**config.mk**
```make
export PLATFORM = sky130hd
export DESIGN_NAME = evtmr_top
export DESIGN_NICKNAME = d
export VERILOG_FILES = /design/src/rtl/evtmr_pkg.sv /design/src/rtl/evtmr_datapath.sv /design/src/rtl/evtmr_ctrl.sv /design/src/rtl/evtmr_top.sv
export SDC_FILE = /design/constraint.sdc
export NUM_CORES = 1
export LEC_CHECK = 0
export BUFFER_PORTS_ARGS = -buffer_cell sky130_fd_sc_hd__buf_2
export CORE_MARGIN = 2
export CORE_UTILIZATION = 30
export CTS_BUF_LIST = sky130_fd_sc_hd__clkbuf_16
export CTS_CLUSTER_DIAMETER = 120
export DETAILED_ROUTE_END_ITERATION = 8
export PLACE_DENSITY_LB_ADDON = 0.2
export RECOVER_POWER = 25
export SLEW_MARGIN = 15
export SYNTH_ARGS = -nofsm -noshare
export SYNTH_HDL_FRONTEND = slang
export SYNTH_SLANG_ARGS = --single-unit
```
**constraint.sdc**
```tcl
create_clock -name clk -period 3.83 [get_ports clk]
set_input_delay 0.766 -clock clk [delete_from_list [all_inputs] [get_ports clk]]
set_output_delay 0.766 -clock clk [all_outputs]
set_load 0.02 [all_outputs]
```
**src/rtl/evtmr_pkg.sv**
```systemverilog
package evtmr_pkg;

  localparam int OFS_RUNCTL = 'h00;
  localparam int OFS_STATUS = 'h04;
  localparam int OFS_TCFG   = 'h08;
  localparam int OFS_CNTLO  = 'h10;
  localparam int OFS_CNTHI  = 'h14;
  localparam int OFS_CMPLO  = 'h18;
  localparam int OFS_CMPHI  = 'h1C;

  // control -> datapath strobes
  typedef struct packed {
    logic run;
    logic narrow;
    logic periodic;
    logic countStep;
    logic cntWrLo;
    logic cntWrHi;
    logic cmpWrLo;
    logic cmpWrHi;
    logic perWrLo;
    logic perWrHi;
  } evtmr_strobe_t;

endpackage

```
**src/rtl/evtmr_datapath.sv**
```systemverilog
module evtmr_datapath
  import evtmr_pkg::*;
#(
  parameter int HALF_W = 32
) (
  input  logic                  clk,
  input  logic                  rstN,
  input  evtmr_strobe_t         strobe,
  input  logic [HALF_W-1:0]     wrData,
  output logic [2*HALF_W-1:0]   cntValue,
  output logic [2*HALF_W-1:0]   cmpValue,
  output logic                  matchHit
);

  localparam int FULL_W = 2 * HALF_W;

  logic [FULL_W-1:0] cntQ, cntNext;
  logic [FULL_W-1:0] cmpQ, cmpNext;
  logic [FULL_W-1:0] perQ, perNext;
  logic              armedQ, armedNext;
  logic              eqLo, eqHi, hit;
  logic [FULL_W-1:0] sumWide;
  logic [FULL_W-1:0] sumNarrow;

  // counter next value
  always_comb begin
    cntNext = cntQ;
    if (strobe.countStep) begin
      if (strobe.narrow)
        cntNext = {{HALF_W{1'b0}}, cntQ[HALF_W-1:0] + HALF_W'(1)};
      else
        cntNext = cntQ + FULL_W'(1);
    end
    if (strobe.cntWrLo) cntNext[HALF_W-1:0] = wrData;
    if (strobe.cntWrHi) cntNext[FULL_W-1:HALF_W] = wrData;
    if (strobe.narrow)  cntNext[FULL_W-1:HALF_W] = '0;
  end

  // match detection
  always_comb begin
    eqLo     = cntQ[HALF_W-1:0] == cmpQ[HALF_W-1:0];
    eqHi     = cntQ[FULL_W-1:HALF_W] == cmpQ[FULL_W-1:HALF_W];
    hit      = eqLo && (strobe.narrow || eqHi);
    matchHit = strobe.run && armedQ && hit;
  end

  // periodic reload sums
  always_comb begin
    sumWide   = cmpQ + perQ;
    sumNarrow = {cmpQ[FULL_W-1:HALF_W], cmpQ[HALF_W-1:0] + perQ[HALF_W-1:0]};
  end

  // comparator, period and arming
  always_comb begin
    cmpNext   = cmpQ;
    perNext   = perQ;
    armedNext = armedQ;
    if (matchHit) begin
      if (strobe.periodic)
        cmpNext = strobe.narrow ? sumNarrow : sumWide;
      else
        armedNext = 1'b0;
    end
    if (strobe.cmpWrLo) cmpNext[HALF_W-1:0] = wrData;
    if (strobe.cmpWrHi) cmpNext[FULL_W-1:HALF_W] = wrData;
    if (strobe.cmpWrLo || strobe.cmpWrHi) armedNext = 1'b1;
    if (strobe.perWrLo) perNext[HALF_W-1:0] = wrData;
    if (strobe.perWrHi) perNext[FULL_W-1:HALF_W] = wrData;
  end

  always_ff @(posedge clk) begin
    if (!rstN) begin
      cntQ   <= '0;
      cmpQ   <= '1;
      perQ   <= '0;
      armedQ <= 1'b0;
    end else begin
      cntQ   <= cntNext;
      cmpQ   <= cmpNext;
      perQ   <= perNext;
      armedQ <= armedNext;
    end
  end

  assign cntValue = cntQ;
  assign cmpValue = cmpQ;

endmodule

```
**src/rtl/evtmr_ctrl.sv**
```systemverilog
module evtmr_ctrl
  import evtmr_pkg::*;
#(
  parameter int ADDR_W = 8,
  parameter int HALF_W = 32
) (
  input  logic                  clk,
  input  logic                  rstN,
  input  logic                  tickEn,
  input  logic [ADDR_W-1:0]     busAddr,
  input  logic                  busWrEn,
  input  logic [HALF_W-1:0]     busWrData,
  input  logic                  matchHit,
  input  logic [2*HALF_W-1:0]   cntValue,
  input  logic [2*HALF_W-1:0]   cmpValue,
  output evtmr_strobe_t         strobe,
  output logic [HALF_W-1:0]     busRdData,
  output logic                  irq
);

  localparam int FULL_W = 2 * HALF_W;

  logic runQ, intEnQ, periodicQ, valueSetQ, narrowQ, firedQ;
  logic selRun, selStatus, selCfg, selCntLo, selCntHi, selCmpLo, selCmpHi;
  logic directCmp, cmpTouched;

  always_comb begin
    selRun    = busWrEn && (busAddr == ADDR_W'(OFS_RUNCTL));
    selStatus = busWrEn && (busAddr == ADDR_W'(OFS_STATUS));
    selCfg    = busWrEn && (busAddr == ADDR_W'(OFS_TCFG));
    selCntLo  = busWrEn && (busAddr == ADDR_W'(OFS_CNTLO));
    selCntHi  = busWrEn && (busAddr == ADDR_W'(OFS_CNTHI));
    selCmpLo  = busWrEn && (busAddr == ADDR_W'(OFS_CMPLO));
    selCmpHi  = busWrEn && (busAddr == ADDR_W'(OFS_CMPHI));
    directCmp  = !periodicQ || valueSetQ;
    cmpTouched = selCmpLo || selCmpHi;
  end

  always_comb begin
    strobe.run       = runQ;
    strobe.narrow    = narrowQ;
    strobe.periodic  = periodicQ;
    strobe.countStep = runQ && tickEn;
    strobe.cntWrLo   = selCntLo && !runQ;
    strobe.cntWrHi   = selCntHi && !runQ;
    strobe.cmpWrLo   = selCmpLo && directCmp;
    strobe.cmpWrHi   = selCmpHi && directCmp;
    strobe.perWrLo   = selCmpLo && periodicQ;
    strobe.perWrHi   = selCmpHi && periodicQ;
  end

  always_ff @(posedge clk) begin
    if (!rstN) begin
      runQ      <= 1'b0;
      intEnQ    <= 1'b0;
      periodicQ <= 1'b0;
      valueSetQ <= 1'b0;
      narrowQ   <= 1'b0;
      firedQ    <= 1'b0;
    end else begin
      if (selRun) runQ <= busWrData[0];
      if (selCfg) begin
        intEnQ    <= busWrData[0];
        periodicQ <= busWrData[1];
        valueSetQ <= busWrData[2];
        narrowQ   <= busWrData[3];
      end else if (cmpTouched) begin
        valueSetQ <= 1'b0;
      end
      if (matchHit)
        firedQ <= 1'b1;
      else if (selStatus && busWrData[0])
        firedQ <= 1'b0;
    end
  end

  always_comb begin
    busRdData = '0;
    case (busAddr)
      ADDR_W'(OFS_RUNCTL): busRdData = {{(HALF_W-1){1'b0}}, runQ};
      ADDR_W'(OFS_STATUS): busRdData = {{(HALF_W-1){1'b0}}, firedQ};
      ADDR_W'(OFS_TCFG):   busRdData = {{(HALF_W-4){1'b0}}, narrowQ, valueSetQ, periodicQ, intEnQ};
      ADDR_W'(OFS_CNTLO):  busRdData = cntValue[HALF_W-1:0];
      ADDR_W'(OFS_CNTHI):  busRdData = narrowQ ? '0 : cntValue[FULL_W-1:HALF_W];
      ADDR_W'(OFS_CMPLO):  busRdData = cmpValue[HALF_W-1:0];
      ADDR_W'(OFS_CMPHI):  busRdData = cmpValue[FULL_W-1:HALF_W];
      default:             busRdData = '0;
    endcase
  end

  assign irq = firedQ && intEnQ;

endmodule

```
**src/rtl/evtmr_top.sv**
```systemverilog
module evtmr_top
  import evtmr_pkg::*;
#(
  parameter int ADDR_W = 8,
  parameter int HALF_W = 32
) (
  input  logic              clk,
  input  logic              rstN,
  input  logic              tickEn,
  input  logic [ADDR_W-1:0] busAddr,
  input  logic              busWrEn,
  input  logic [HALF_W-1:0] busWrData,
  output logic [HALF_W-1:0] busRdData,
  output logic              irq
);

  evtmr_strobe_t         strobeBus;
  logic [2*HALF_W-1:0]   cntValue;
  logic [2*HALF_W-1:0]   cmpValue;
  logic                  matchHit;

  evtmr_ctrl #(.ADDR_W(ADDR_W), .HALF_W(HALF_W)) u_ctrl (
    .clk       (clk),
    .rstN      (rstN),
    .tickEn    (tickEn),
    .busAddr   (busAddr),
    .busWrEn   (busWrEn),
    .busWrData (busWrData),
    .matchHit  (matchHit),
    .cntValue  (cntValue),
    .cmpValue  (cmpValue),
    .strobe    (strobeBus),
    .busRdData (busRdData),
    .irq       (irq)
  );

  evtmr_datapath #(.HALF_W(HALF_W)) u_datapath (
    .clk      (clk),
    .rstN     (rstN),
    .strobe   (strobeBus),
    .wrData   (busWrData),
    .cntValue (cntValue),
    .cmpValue (cmpValue),
    .matchHit (matchHit)
  );

endmodule

```
---- Word level (Yosys, flattened, before mapping) ----
Index checks and enable logic that the tools add are counted.
word-level totals
  bits of input ports ..................... 44
  flip-flop bits (word level) ............. 199
operators by class
  eq/ne operators ......................... 10
  reductions and logical operators ........ 39
  mux-type cells .......................... 18
  $add $sub $neg .......................... 4
  bitwise logic cells ..................... 1
operators by type and width
  cell                                                  number
  2-to-1 mux 64 bit                                     5
  one-hot mux 32 bit (7 select lines)                   1
  2-to-1 mux 32 bit                                     5
  adder 64 x 1 -> 64 bit (second input constant)        1
  adder 64 bit                                          1
  equality test 32 bit                                  2
  adder 32 x 1 -> 32 bit (second input constant)        1
  adder 32 bit                                          1
  equality test 8 x 5 -> 1 bit (second input constant)  4
  logical AND 1 bit                                     19
  nonzero test 2 bit                                    9
  equality test 8 x 3 -> 1 bit (second input constant)  1
  equality test 8 x 4 -> 1 bit (second input constant)  1
  logical NOT 8 bit                                     1
  2-to-1 mux 1 bit                                      7
  logical OR 1 bit                                      4
  != test 2 x 1 -> 1 bit (second input constant)        2
  AND reduction 2 bit                                   2
  AND reduction 3 bit                                   1
  logical NOT 1 bit                                     2
  OR reduction 2 bit                                    1
  inverter 1 bit                                        1

---- Logic depth before layout (Yosys ltp) ----
Gate-level depths: netlist of the first run.
  depth in word-level cells ............... 6
  gate-level depth with buffers ........... 13
  mapped depth without buffers ............ 13

---- By module ----
Synthesis of the first run repeated with hierarchy kept, for this count alone.
second synthesis, totals
  cell total of the unflattened synthesis .. 1902
  area total of the unflattened synthesis .. 14883.0 sq um
modules (own cells, without submodules)
  module          cells each  area an instance (sq um)  instances  seq. area each (sq um)
  evtmr_datapath  1709        13510.5                   1          3863.7
  evtmr_ctrl      193         1372.6                    1          120.1

---- Least setup slack after synthesis of the first run ----
No wires, ideal clock.
  path type ............................... input to output
  from .................................... in busAddr[7]
  to ...................................... out busRdData[21]
  arrival ................................. 2.732 ns
  stages on the path ...................... 8
  path buffers ............................ 2
  path slack .............................. 0.332 ns
  required time ........................... 3.064 ns
  cells stage by stage .................... or4_1 > nor2_2 > and2_1 > and3_1 > clkbuf_1 > clkbuf_1 > nand2_1 > nand2_1
between the ends
  cells in the longest elaborated chain, start to end .. 2
  elaborated cells on any way between the ends .. 8
  those cells by class .................... 6 x eq/ne; 1 x mux; 1 x reduce/logical
RTL lines
  element                                               RTL line          text
  start: declaration                                    evtmr_top.sv:10   input logic [ADDR_W-1:0] busAddr,
  equality test 8 x 5 -> 1 bit (tied with other cells)  evtmr_ctrl.sv:79  case (busAddr)
  one-hot mux 32 bit (7 select lines) *                 evtmr_ctrl.sv:79
  end: declaration                                      evtmr_top.sv:13   output logic [HALF_W-1:0] busRdData,
Mark *: on every way between the ends. The rest lies on a longest branch, timed or not.

---- Worst setup path after layout of the first run ----
  from .................................... in busAddr[7]
  to ...................................... out busRdData[0]
Same word-level chain as after synthesis.

==> run summary, run 1 <==
The run gives 3.06 ns as the critical path required time. The post-route fraction of the period consumed by the critical path is 96.06%. The core region is 47750 sq um. The wire length per cell is 27.48 um. Summed over its instances, the top area cell type makes up 27.51% of the synthesized netlist area. The post-route DRC violation count was 0; the floorplan die width was 223.7 um.

At the pin with the least slew margin, the transition time is 1.527 ns. For the signal arrival time at the worst endpoint, the log shows 2.91 ns. The flow ran to the end, but the final reports show violations. The number of buffers inserted for hold repair after clock tree synthesis is 0. In this run the cell area of the synthesized design comes to 14480 sq um. The kind of cell with the highest combined delay along the critical path is simple AND/OR/NAND/NOR gates. The area enclosed by the die boundary is 50050 sq um, and the layout cell share with drive strength beyond 1 is 11.50%. 77 I/O pins were placed.

The most area-hungry cell type in the Yosys netlist is dfxtp_1. Clock tree synthesis selected as its root buffer the cell clkbuf_16. In this run the worst path has a maximum fanout of 32. The synthesized netlist contains 96 unique library cells. The net count after synthesis was 2083; the largest stage delay on the critical path was 0.58 ns. After the first detailed-routing iteration, the DRC count stood at 2095. Detailed routing inserted a total of 15930 vias. The run gives 0 as the setup-violating endpoint count in the final report.

Share of flip-flops with an asynchronous set or reset: 0%. Routability-driven placement finished with a final weighted congestion of 1.043. The tools report the worst clock skew as 0.01357 ns. The starting utilization of the core area was 30.34%; the global-route congestion overflow total was 0. The worst hold-check path type was flip-flop to flip-flop.

The worst ir drop on vdd came out at 406.4 uV. The number of max-cap violations was 1; the average cell area after synthesis was 7.337 sq um. Setup total negative slack on the finished layout was measured at 0 ns. TritonCTS built the clock tree. The number of enable-type register cells in the synthesized netlist is 0, and the power density over the cells is 259.0 nW/um^2. Synthesis produced 1974 cells. Sequential cells were found to cover 27.51% of the synthesized design area. The hold violation total from the final report is 0, and the count of buffer and inverter cells on the critical path is 3. The tools report the leakage power as 6.832 nW.

The worst setup path is of the primary input to output pin kind. Cell repeated most along the worst path: buf_2. The first global-routing pass estimated 104900 um of wire. After synthesis, the cell types taking the most area are dfxtp_1 (28%), nand2_1 (9.5%), a21oi_1 (7.4%), ha_1 (5.5%), xnor2_1 (4.8%). In the layout the commonest cells are nand2_1 (366), a21oi_1 (215), dfxtp_1 (199).

The H-tree generated during clock tree synthesis spans 4 levels. The via density per instance was 6.009. In this run the remaining antenna-violating nets after routing total 0. The dominant register cell in the synthesized netlist is dfxtp_1. Entering global routing, the biggest net connects 50 pins. Counting I/O delays and the setup requirement, the final critical path takes 3.679 ns.

The type of element capturing the critical path is an output pin. For the post-cts sizing count, the log shows 0. CTS clock-pin slew for the worst setup and hold paths: 0.07 ns. Timing would allow up to 271.8 MHz. In this run the tool buffered the top-level ports with 76 buffer cells. Traced cell by cell, the critical path runs through buf_2 -> or4_1 -> nor2_2 -> and2_0 -> and3_1 -> buf_12 -> a221oi_1 -> nand2_1 -> buf_2. The tightest slew margin relative to the limit came out at -1.800%.

The leading cell type in the layout, fill and taps excluded is nand2_1. From synthesis to final layout, the design area changed by 13.00%. The floorplan row count is 80, and the total track usage is 28.84%. Post-CTS timing repair inserted 0 buffers for setup.

After the last flow step, the layout net total stands at 2131. For this run, the detailed router's first-pass iteration total came to 8. The checks that failed: max-capacitance violations, max-slew violations. The via count of the first global-routing pass came out at 14700. Library cell contributing the largest single delay on the critical path: or4_1. The final count of pins violating max slew was 26; the initial antenna violation count was 0.

Detailed placement finished with a half-perimeter wire length of 54980 um. The filler cell count was 5097; the number of buffers added by the clock tree synthesis step was 17. Setup repair after global routing left no endpoint under its margin. During synthesis, Yosys emitted a total of 0 warnings.

In this run, synthesis produced a sequential element count of 199. Counting along the longest clock path gives a buffer depth of 2. STA classifies the critical path startpoint as a primary input.

The clock insertion delay at the later pin of the skew report is 0.51 ns. The die span in y was 223.7 um. The number of clock sinks came out at 199. Hold is met by 0.4588 ns. For the final wirelength, the log shows 72820 um.

The completed layout was analyzed and its total power is 4.240 mW.
-- path summary, 6_finish.rpt --
kind	slack, ns	depth (start not counted)	from	end
worst max-delay path	0.15	9	busAddr[7]	busRdData[0]
worst min-delay path	0.46	2	u_datapath.perQ[52]	u_datapath.perQ[52]
worst max register to register	0.15	13	u_datapath.cmpValue[0]	u_datapath.cmpValue[62]
worst min register to register	0.46	2	u_datapath.perQ[52]	u_datapath.perQ[52]
-- synthesized netlist by cell type, types with 31 or more instances --
| cell type | instances |
|---|---|
| ha_1 | 64 |
| nor3_1 | 31 |
| o21ai_0 | 82 |
| xor2_1 | 74 |
| a222oi_1 | 32 |
| xnor2_1 | 80 |
| a21o_1 | 33 |
| clkbuf_1 | 107 |
| dfxtp_1 | 199 |
| o211ai_1 | 38 |
| and3_1 | 47 |
| nand3_1 | 68 |
| nand4_1 | 54 |
| nand2_1 | 366 |
| a211oi_1 | 31 |
| a21oi_1 | 215 |
| nor2_1 | 142 |
-- final cells by class --
| type | count | area (sq um) | area share, % |
|---|---|---|---|
| multi-input combinational | 1608 | 9799 | 59.87 |
| sequential | 199 | 3984 | 24.34 |
| timing repair buffer | 173 | 1151 | 7.033 |
| tap | 615 | 769.5 | 4.701 |
| clock buffer | 17 | 425.4 | 2.599 |
| clock inverter | 14 | 147.6 | 0.9021 |
| inverter | 23 | 87.58 | 0.5351 |
| antenna | 1 | 2.502 | 0.01529 |
-- metal layers --
metal,routed length (um),vias up,global-route usage (%)
met2,31610,838,44.21
met5,0,-,0
met4,4471,0,16.34
li1,-,7239,-
met3,5885,162,5.404
met1,30860,7686,38.01
-- per-stage QoR --
stage               std cells  worst slack (ns)  utilization [%]  area [sq um]
floorplan                1974            0.3322                -         14480
global placement         2618            0.2064            33.15         15830
detailed placement       2618            0.2239            33.15         15830
CTS                      2649            0.1868            34.35         16400
global route             2649           0.03480            34.27         16360
finish                   2650            0.1509            34.28         16370
-- logic make-up (layout without fill, tap and decap cells) --
group	Yosys count	in the layout	synth area share (%)
compound gates	557	557	24.77
flops	199	199	27.51
fa+ha+maj	65	65	5.667
buf+inv	167	227	4.751
other cells	0	1	0
xor+xnor	154	154	9.312
simple gates	819	819	27.08
mux	13	13	0.9157
-- worst register-to-register path: cells and delay by family, from the launching register on --
kind / cells / cell delay (ns)
compound gates: 6 / 1.73
fa+ha+maj: 2 / 0.59
buf+inv: 1 / 0.05
flops: 1 / 0.42
mux: 1 / 0.23
simple gates: 3 / 0.52
-- power by group --
group	switching, mW	internal (mW)	total (mW)
sequential	0.00744	2.07	2.08
combinational	0.200	0.0515	0.252
clock	0.947	0.963	1.91
total	1.15	3.09	4.24
No activity file was read; power rests on OpenSTA's default activity.
==> run 2, diff against run 1 <==
ABC_AREA = 1   (was not set)
CORE_MARGIN = not set   (was 2)
==> run summary, run 2 <==
The critical path required time came out at 3.06 ns (about the same). The net count of the finished layout is 3205 (+50%), and the layout-stage area growth over the synthesis result is 10.24%. The share of flip-flops with an asynchronous set or reset was 0% (unchanged); the total standard cell area after synthesis was 17360 sq um (+20%). For the DRC violation total after the first TritonRoute iteration, the log shows 2251 (+7.4%). For the number of clock sinks, the log shows 199 (unchanged).

The signal arrival time at the worst endpoint was 2.64 ns (-0.27 ns); the number of nets with antenna violations after routing was 0 (unchanged). For the synthesized netlist cell count, the log shows 3049 (+54%). The share of total power consumed by net switching works out to 28.63% (+1.4 points).

The via density per instance was 5.348 (-11%). The total placed instance area is 18620 sq um (+18%), and the setup-violating endpoint count in the final report is 0 (unchanged). The number of storage elements in the synthesis netlist was 199 (unchanged). For the maximum number of pins on one net before global-route repair, the log shows 130 (+160%).

The logs give 0 (unchanged) for the hold violation total from the final report and 58830 sq um (+18%) for the area enclosed by the die boundary. The via count of the first global-routing pass is 19060 (+30%). In this run the worst hold path is classified as flip-flop to flip-flop. The post-CTS setup buffer count came out at 0 (unchanged). The cell sitting at the root of the clock tree is a clkbuf_16.

The logs give 364.2 uV (-10%) for the worst ir drop on vdd and 129100 um (+23%) for the wire length of the first global-routing pass. Kind of critical path: primary input to output pin. TritonCTS built the clock tree.

The filler cell count is 6597 (+29%). The floorplan die width came out at 242.5 um (+8.4%). In the layout the commonest cells are nand2_1 (919), inv_1 (470), nor2_1 (267). Power density over the cells: 221.4 nW/um^2 (-15%). The area used by sequential logic in the layout came out at 3984 sq um (unchanged). For the total track usage, the log shows 29.94% (+1.1 points).

The logs give 88610 um (+22%) for the final wirelength and 3158 (+52%) for the net count after synthesis. Most area-hungry cell type in the Yosys netlist: dfxtp_1. The peak clock frequency supported by timing is 293.5 MHz (+8.0%).

The run gives 19140 sq um (+17%) as the final design area excluding fillers. The I/O pin count was 77 (unchanged). For the clock insertion delay at the later pin of the skew report, the log shows 0.52 ns (about the same). For the sequential fraction of design power, the log shows 49.0% (about the same).

The layout cell share with drive strength beyond 1 is 6.049% (-5.5 points), and the leakage power is 9.842 nW (+44%). The tools report the number of buffers added by the clock tree synthesis step as 17 (unchanged). The run gives 22.95% (-4.6 points) as the part of the Yosys area used for sequential elements. The number of buffers inserted by port buffering is 76 (unchanged). The dominant register cell in the synthesized netlist is dfxtp_1.

The logs give 1.071 (+2.7%) for the weighted congestion at the end of routability-driven global placement and 0 (unchanged) for the global-route congestion overflow total. The run gives 5.754% (+7.6 points) as the tightest slew margin relative to the limit. For the footprint of the multi-input gates, the log shows 11120 sq um (+13%). The leading cell type in the layout, fill and taps excluded is nand2_1. The number of warnings issued by yosys is 0 (unchanged), and the largest fanout of any net on the critical path is 10 (-69%). Sorting the synthesized cells by area gives the leading types as dfxtp_1 (23%), nand2_1 (20%), inv_1 (10%), nand3_1 (7.4%), a21oi_1 (5.9%). The area of the core is 56820 sq um (+19%), and the initial antenna violation count is 5 (+5). For the starting utilization of the core area, the log shows 30.55% (+0.21 points).

In the synthesized netlist, the cells that appear most often are nand2_1 (919), inv_1 (469), nor2_1 (262). Die span in y: 242.5 um (+8.4%). The area fraction of the dominant cell type after synthesis is 22.95% (-4.6 points), and the floorplan row count is 87 (+8.8%).

The post-route fraction of the period consumed by the critical path is 88.95% (-7.1 points), and the portion of total power attributed to combinational logic is 6.5% (+0.6 points). The count of unique library cells instantiated by Yosys is 54 (-44%), and the number of buffers inserted for hold repair after clock tree synthesis is 0 (unchanged). The logs give 0 (unchanged) for the post-cts sizing count and 70570 um (+28%) for the placed wire-length estimate after detailed placement. The transition time of the tightest slew-check pin came out at 1.414 ns (-0.1133 ns). The logs give 0 ns (unchanged) for the aggregate negative setup slack and 1.213 mW (+5.1%) for the switching power.

The most common cell in the synthesized netlist is nand2_1. The worst setup path is launched from a primary input. For the number of max-cap violations, the log shows 0 (-1). The post-layout total power is 4.237 mW (about the same).

The maximum buffer depth of the clock tree came out at 2 (unchanged). Type of element capturing the critical path: an output pin. Average cell area after synthesis: 5.693 sq um (-22%).

The number of enable-type register cells in the synthesized netlist works out to 0 (unchanged). For the clock share of power, the log shows 44.5% (-0.5 points). Setup repair after global routing left no endpoint under its margin. The minimum period implied by the final worst setup slack was 3.407 ns (-0.2725 ns); the post-route DRC violation count was 0 (unchanged). Internal power contribution: 3.024 mW (-2.0%). The CTS clock-pin slew for the worst setup and hold paths was 0.08 ns (about the same). The final count of pins violating max slew was 0 (-100%).

The deepest level of the CTS H-tree came out at 4 (unchanged). The run finished with clean final reports. The tools report the number of detailed-route iterations in the first pass as 7 (-1).

The worst clock skew is 0.01523 ns (+0.001653 ns), and the wire length per cell is 22.91 um (-17%). The tools report the total vias in the final route as 20680 (+30%).
run 2: cell count changes after synthesis, moves of 73 or more:
cell and delta:
o21ai_0 +123, nor2_1 +120, xnor2_1 -73, inv_1 +447
nand2_1 +553, nand3_1 +188
run 2: final timing paths:
check / startpoint / end / slack (ns) / cells after the start
setup reg to reg: u_datapath.cntValue[0] / u_datapath.cntValue[57] / 0.74 / 11
hold reg to reg: u_ctrl.firedQ / u_ctrl.firedQ / 0.49 / 2
hold / removal: u_ctrl.firedQ / u_ctrl.firedQ / 0.49 / 2
setup / recovery: busAddr[0] / busRdData[30] / 0.42 / 11
run 2: metal layers:
| metal | global-route usage (%) | routed length, um | part of all wire (%) | vias up |
|---|---|---|---|---|
| met5 | 0 | 0 | 0 | - |
| met4 | 16.18 | 5140 | 5.8 | 0 |
| met3 | 4.708 | 6985 | 7.9 | 173 |
| met2 | 44.35 | 36600 | 41 | 909 |
| met1 | 41.27 | 39880 | 45 | 9614 |
| li1 | - | - | - | 9985 |
run 2: cells by family after synthesis:
family          share of synthesized area [%]
xor+xnor                                2.170
simple gates                            40.21
fa+ha+maj                               4.729
flops                                   22.95
buf+inv                                 12.90
compound gates                          17.03
run 2: area by class of cell:
type / count / share of cell area (%)
multi-input combinational: 2271 / 58.10
sequential: 199 / 20.82
clock inverter: 14 / 0.6604
clock buffer: 17 / 2.223
antenna: 3 / 0.03923
inverter: 494 / 9.690
tap: 756 / 4.943
timing repair buffer: 113 / 3.524
run 2: power groups by stage:
stage               Sequential [mW]  Clock [mW]  Combinational, mW
floorplan                      2.12           0              0.123
global placement               2.12           0              0.269
detailed placement             2.12           0              0.267
CTS                            2.08        1.91              0.269
global route                   2.08        1.98              0.291
finish                         2.08        1.88              0.277
run 2: through the flow:
stage          setup WS, ns  instances  utilization [%]  hold WS (ns)
6_report             0.4234       3867            33.68        0.4896
5_1_grt              0.3283       3864            33.66        0.5258
4_1_cts              0.4959       3864            33.75        0.4914
3_5_place_dp         0.5054       3833            32.78        0.4804
3_3_place_gp         0.5090       3833            32.78        0.4741
2_1_floorplan        0.7616       3049                -        0.4577
run 2: worst max-delay path, stage by stage:
cell and delay (ns):
buf_2 0.10, inv_1 0.05, nand2_1 0.11, nor3_1 0.23, nand2_1 0.31, inv_1 0.49, nand2_1 0.10, o21ai_0 0.10
a21oi_1 0.08, o21ai_0 0.10, buf_2 0.20
==> run 3, diff against run 2 <==
clock period = 4.25 ns   (was 3.83 ns; I/O delays follow)
==> run summary, run 3 (synthesis gave the netlist of run 2 again) <==
The cell family contributing the most delay on the critical path is buffers and inverters. The transition time of the tightest slew-check pin was 1.680 ns (+0.2666 ns); the total vias in the final route was 20700 (+0.077%). Minimum period implied by the final worst setup slack: 3.609 ns. In this run the critical register-to-register path is captured at u_datapath.cntValue[63]. The die span in y came out at 242.5 um (unchanged). The startpoint identified for the worst register-to-register timing path is u_ctrl.runQ.

The area enclosed by the die boundary was 58830 sq um (unchanged). The worst setup slack after placement is 0.7647 ns (+0.2593 ns), and the peak clock frequency supported by timing is 277.1 MHz. The number of buffers inserted by port buffering came out at 76 (unchanged). The floorplan die width works out to 242.5 um (unchanged). The net count of the finished layout is 3200 (-0.16%).

The largest fanout of any net on the critical path was 14 (+4). The number of buffers inserted for hold repair after clock tree synthesis is 0 (unchanged). The logs give 6 (-1) for the number of detailed-route iterations in the first pass and 2 (-3) for the initial antenna violation count.

The critical path in this run is classified as primary input to output pin. The leading cell type in the layout, fill and taps excluded is nand2_1. The least setup slack across all paths after layout was 0.6405 ns (+0.2172 ns); the global-route congestion overflow total was 0 (unchanged). The layout-stage area growth over the synthesis result works out to 10.21% (about the same). The run gives 19020 (-0.20%) as the via count of the first global-routing pass. The wire length per cell came out at 23.05 um (+0.60%).

In this run the worst hold path is classified as flip-flop to flip-flop. The run gives 345.3 uV (-5.2%) as the worst ir drop on vdd. Traced cell by cell, the critical path runs through buf_2 -> inv_1 -> nand2_1 -> nor3_1 -> and2_0 -> inv_1 -> nor2_2 -> inv_1 -> o21ai_0 -> buf_2. The instance count on the critical path works out to 10 (-1). Utilization after layout: 33.67% (about the same). Setup repair after global routing left no endpoint under its margin. The run gives 0 (unchanged) as the post-CTS setup buffer count.

The total track usage came out at 29.95% (about the same). TritonCTS built the clock tree. The maximum number of pins on one net before global-route repair came out at 66 (-49%). Hold slack: 0.4937 ns (+0.004164 ns). The setup slack on the worst flop-to-flop path is 1.09 ns (+0.35 ns). For the post-route DRC violation count, the log shows 0 (unchanged). For the final count of pins violating max slew, the log shows 49 (+49). The area of the core was 56820 sq um (unchanged).

The logs give 2 (unchanged) for the maximum buffer depth of the clock tree and 1.006 (-6.1%) for the weighted congestion at the end of routability-driven global placement. The run gives 0 (unchanged) as the hold violation total from the final report. The count of buffer and inverter cells on the critical path was 5 (+1); the starting utilization of the core area was 30.55% (unchanged).

The clock root buffer is clkbuf_16. Endpoint of the worst setup timing path: busRdData[14]. The tools report the type of element capturing the critical path as an output pin. Aggregate negative setup slack: 0 ns (unchanged). The I/O pin count came out at 77 (unchanged).

The largest stage delay on the critical path came out at 0.45 ns (-0.04 ns). The tightest slew margin relative to the limit was -12.02% (-18 points). The power density over the cells was 203.6 nW/um^2 (-8.0%); the leakage power was 9.841 nW (about the same).

The run gives 0 (unchanged) as the number of nets with antenna violations after routing. The logs give 71060 um (+0.70%) for the placed wire-length estimate after detailed placement and 0.52 ns (about the same) for the clock insertion delay at the later pin of the skew report. The run gives 19130 sq um (about the same) as the final design area excluding fillers.

The number of max-cap violations was 2 (+2); the worst clock skew was 0.02012 ns (+0.004889 ns). The run gives 17 (unchanged) as the number of buffers added by the clock tree synthesis step. In the layout the commonest cells are nand2_1 (919), inv_1 (471), nor2_1 (264).

For the DRC violation total after the first TritonRoute iteration, the log shows 2176 (-3.3%). The run gives 128600 um (-0.36%) as the wire length of the first global-routing pass. The signal arrival time at the worst endpoint came out at 2.76 ns (+0.12 ns). The timing startpoint of the critical path was busAddr[0]. The logs give 87 (unchanged) for the floorplan row count and 89050 um (+0.49%) for the final wirelength.

The final reports fail on max-capacitance violations, max-slew violations. Setup-violating endpoint count in the final report: 0 (unchanged). The via density per instance works out to 5.358 (+0.18%).

For the post-cts sizing count, the log shows 0 (unchanged). The total placed instance area is 18590 sq um (-0.20%). The cell repeated most along the worst path is inv_1. In the finished design, the share of the clock period the worst path needs comes to 84.93%. Library cell contributing the largest single delay on the critical path: o21ai_0. The CTS clock-pin slew for the worst setup and hold paths was 0.08 ns (about the same); the critical path required time was 3.40 ns (+0.34 ns). The length in cells of the worst reg-to-reg path works out to 8 (-3). The run finished, with violations left.

The number of clock sinks was 199 (unchanged); the layout cell share with drive strength beyond 1 was 5.928% (-0.12 points). STA classifies the critical path startpoint as a primary input. The tools report the deepest level of the CTS H-tree as 4 (unchanged).
run 3: cell count changes in the layout (fill, tap and decap cells not counted), sizes merged:
cell	change
clkbuf	+1
clkinvlp	-2
buf	-6
bufinv	+1
inv	+2
run 3: per-layer routing:
metal	GRT usage (%)	routed length, um
met1	41.18	39960
met2	44.57	37330
met3	5.052	7046
met4	15.41	4711
met5	0	0
run 3: worst min-delay path, cell delays in order (launching register included):
cell and delay [ns]:
dfxtp_1 0.33, nand2_1 0.07, a21oi_1 0.06
run 3: area by class of cell:
cell class,count,area (sq um)
diodes,3,7.507
inverters,494,1854
repair buffers,108,646.9
well taps,756,945.9
multi-input cells,2271,11120
flip-flops and latches,199,3984
fillers,6546,37690
clock buffers,17,425.4
clock inverters,15,150.1
run 3: metrics by stage:
stage               std cells  power (mW)
floorplan                3049       2.022
global placement         3828       2.154
detailed placement       3828       2.153
CTS                      3860       3.902
global route             3860       4.002
finish                   3863       3.895
run 3: power breakdown:
part / switching [mW] / internal, mW
Combinational: 0.192 / 0.0536
Clock: 0.910 / 0.869
Sequential: 0.00587 / 1.86
run 3: worst min-delay path by stage:
| stage | end | from | cells after the start |
|---|---|---|---|
| after global placement | u_ctrl.firedQ | u_ctrl.firedQ | 2 |
| after detailed placement | u_ctrl.firedQ | u_ctrl.firedQ | 2 |
| after global routing | u_ctrl.firedQ | u_ctrl.firedQ | 2 |
| after floorplan | u_ctrl.firedQ | u_ctrl.firedQ | 2 |
| final | u_ctrl.firedQ | u_ctrl.firedQ | 2 |
| after CTS | u_ctrl.firedQ | u_ctrl.firedQ | 2 |
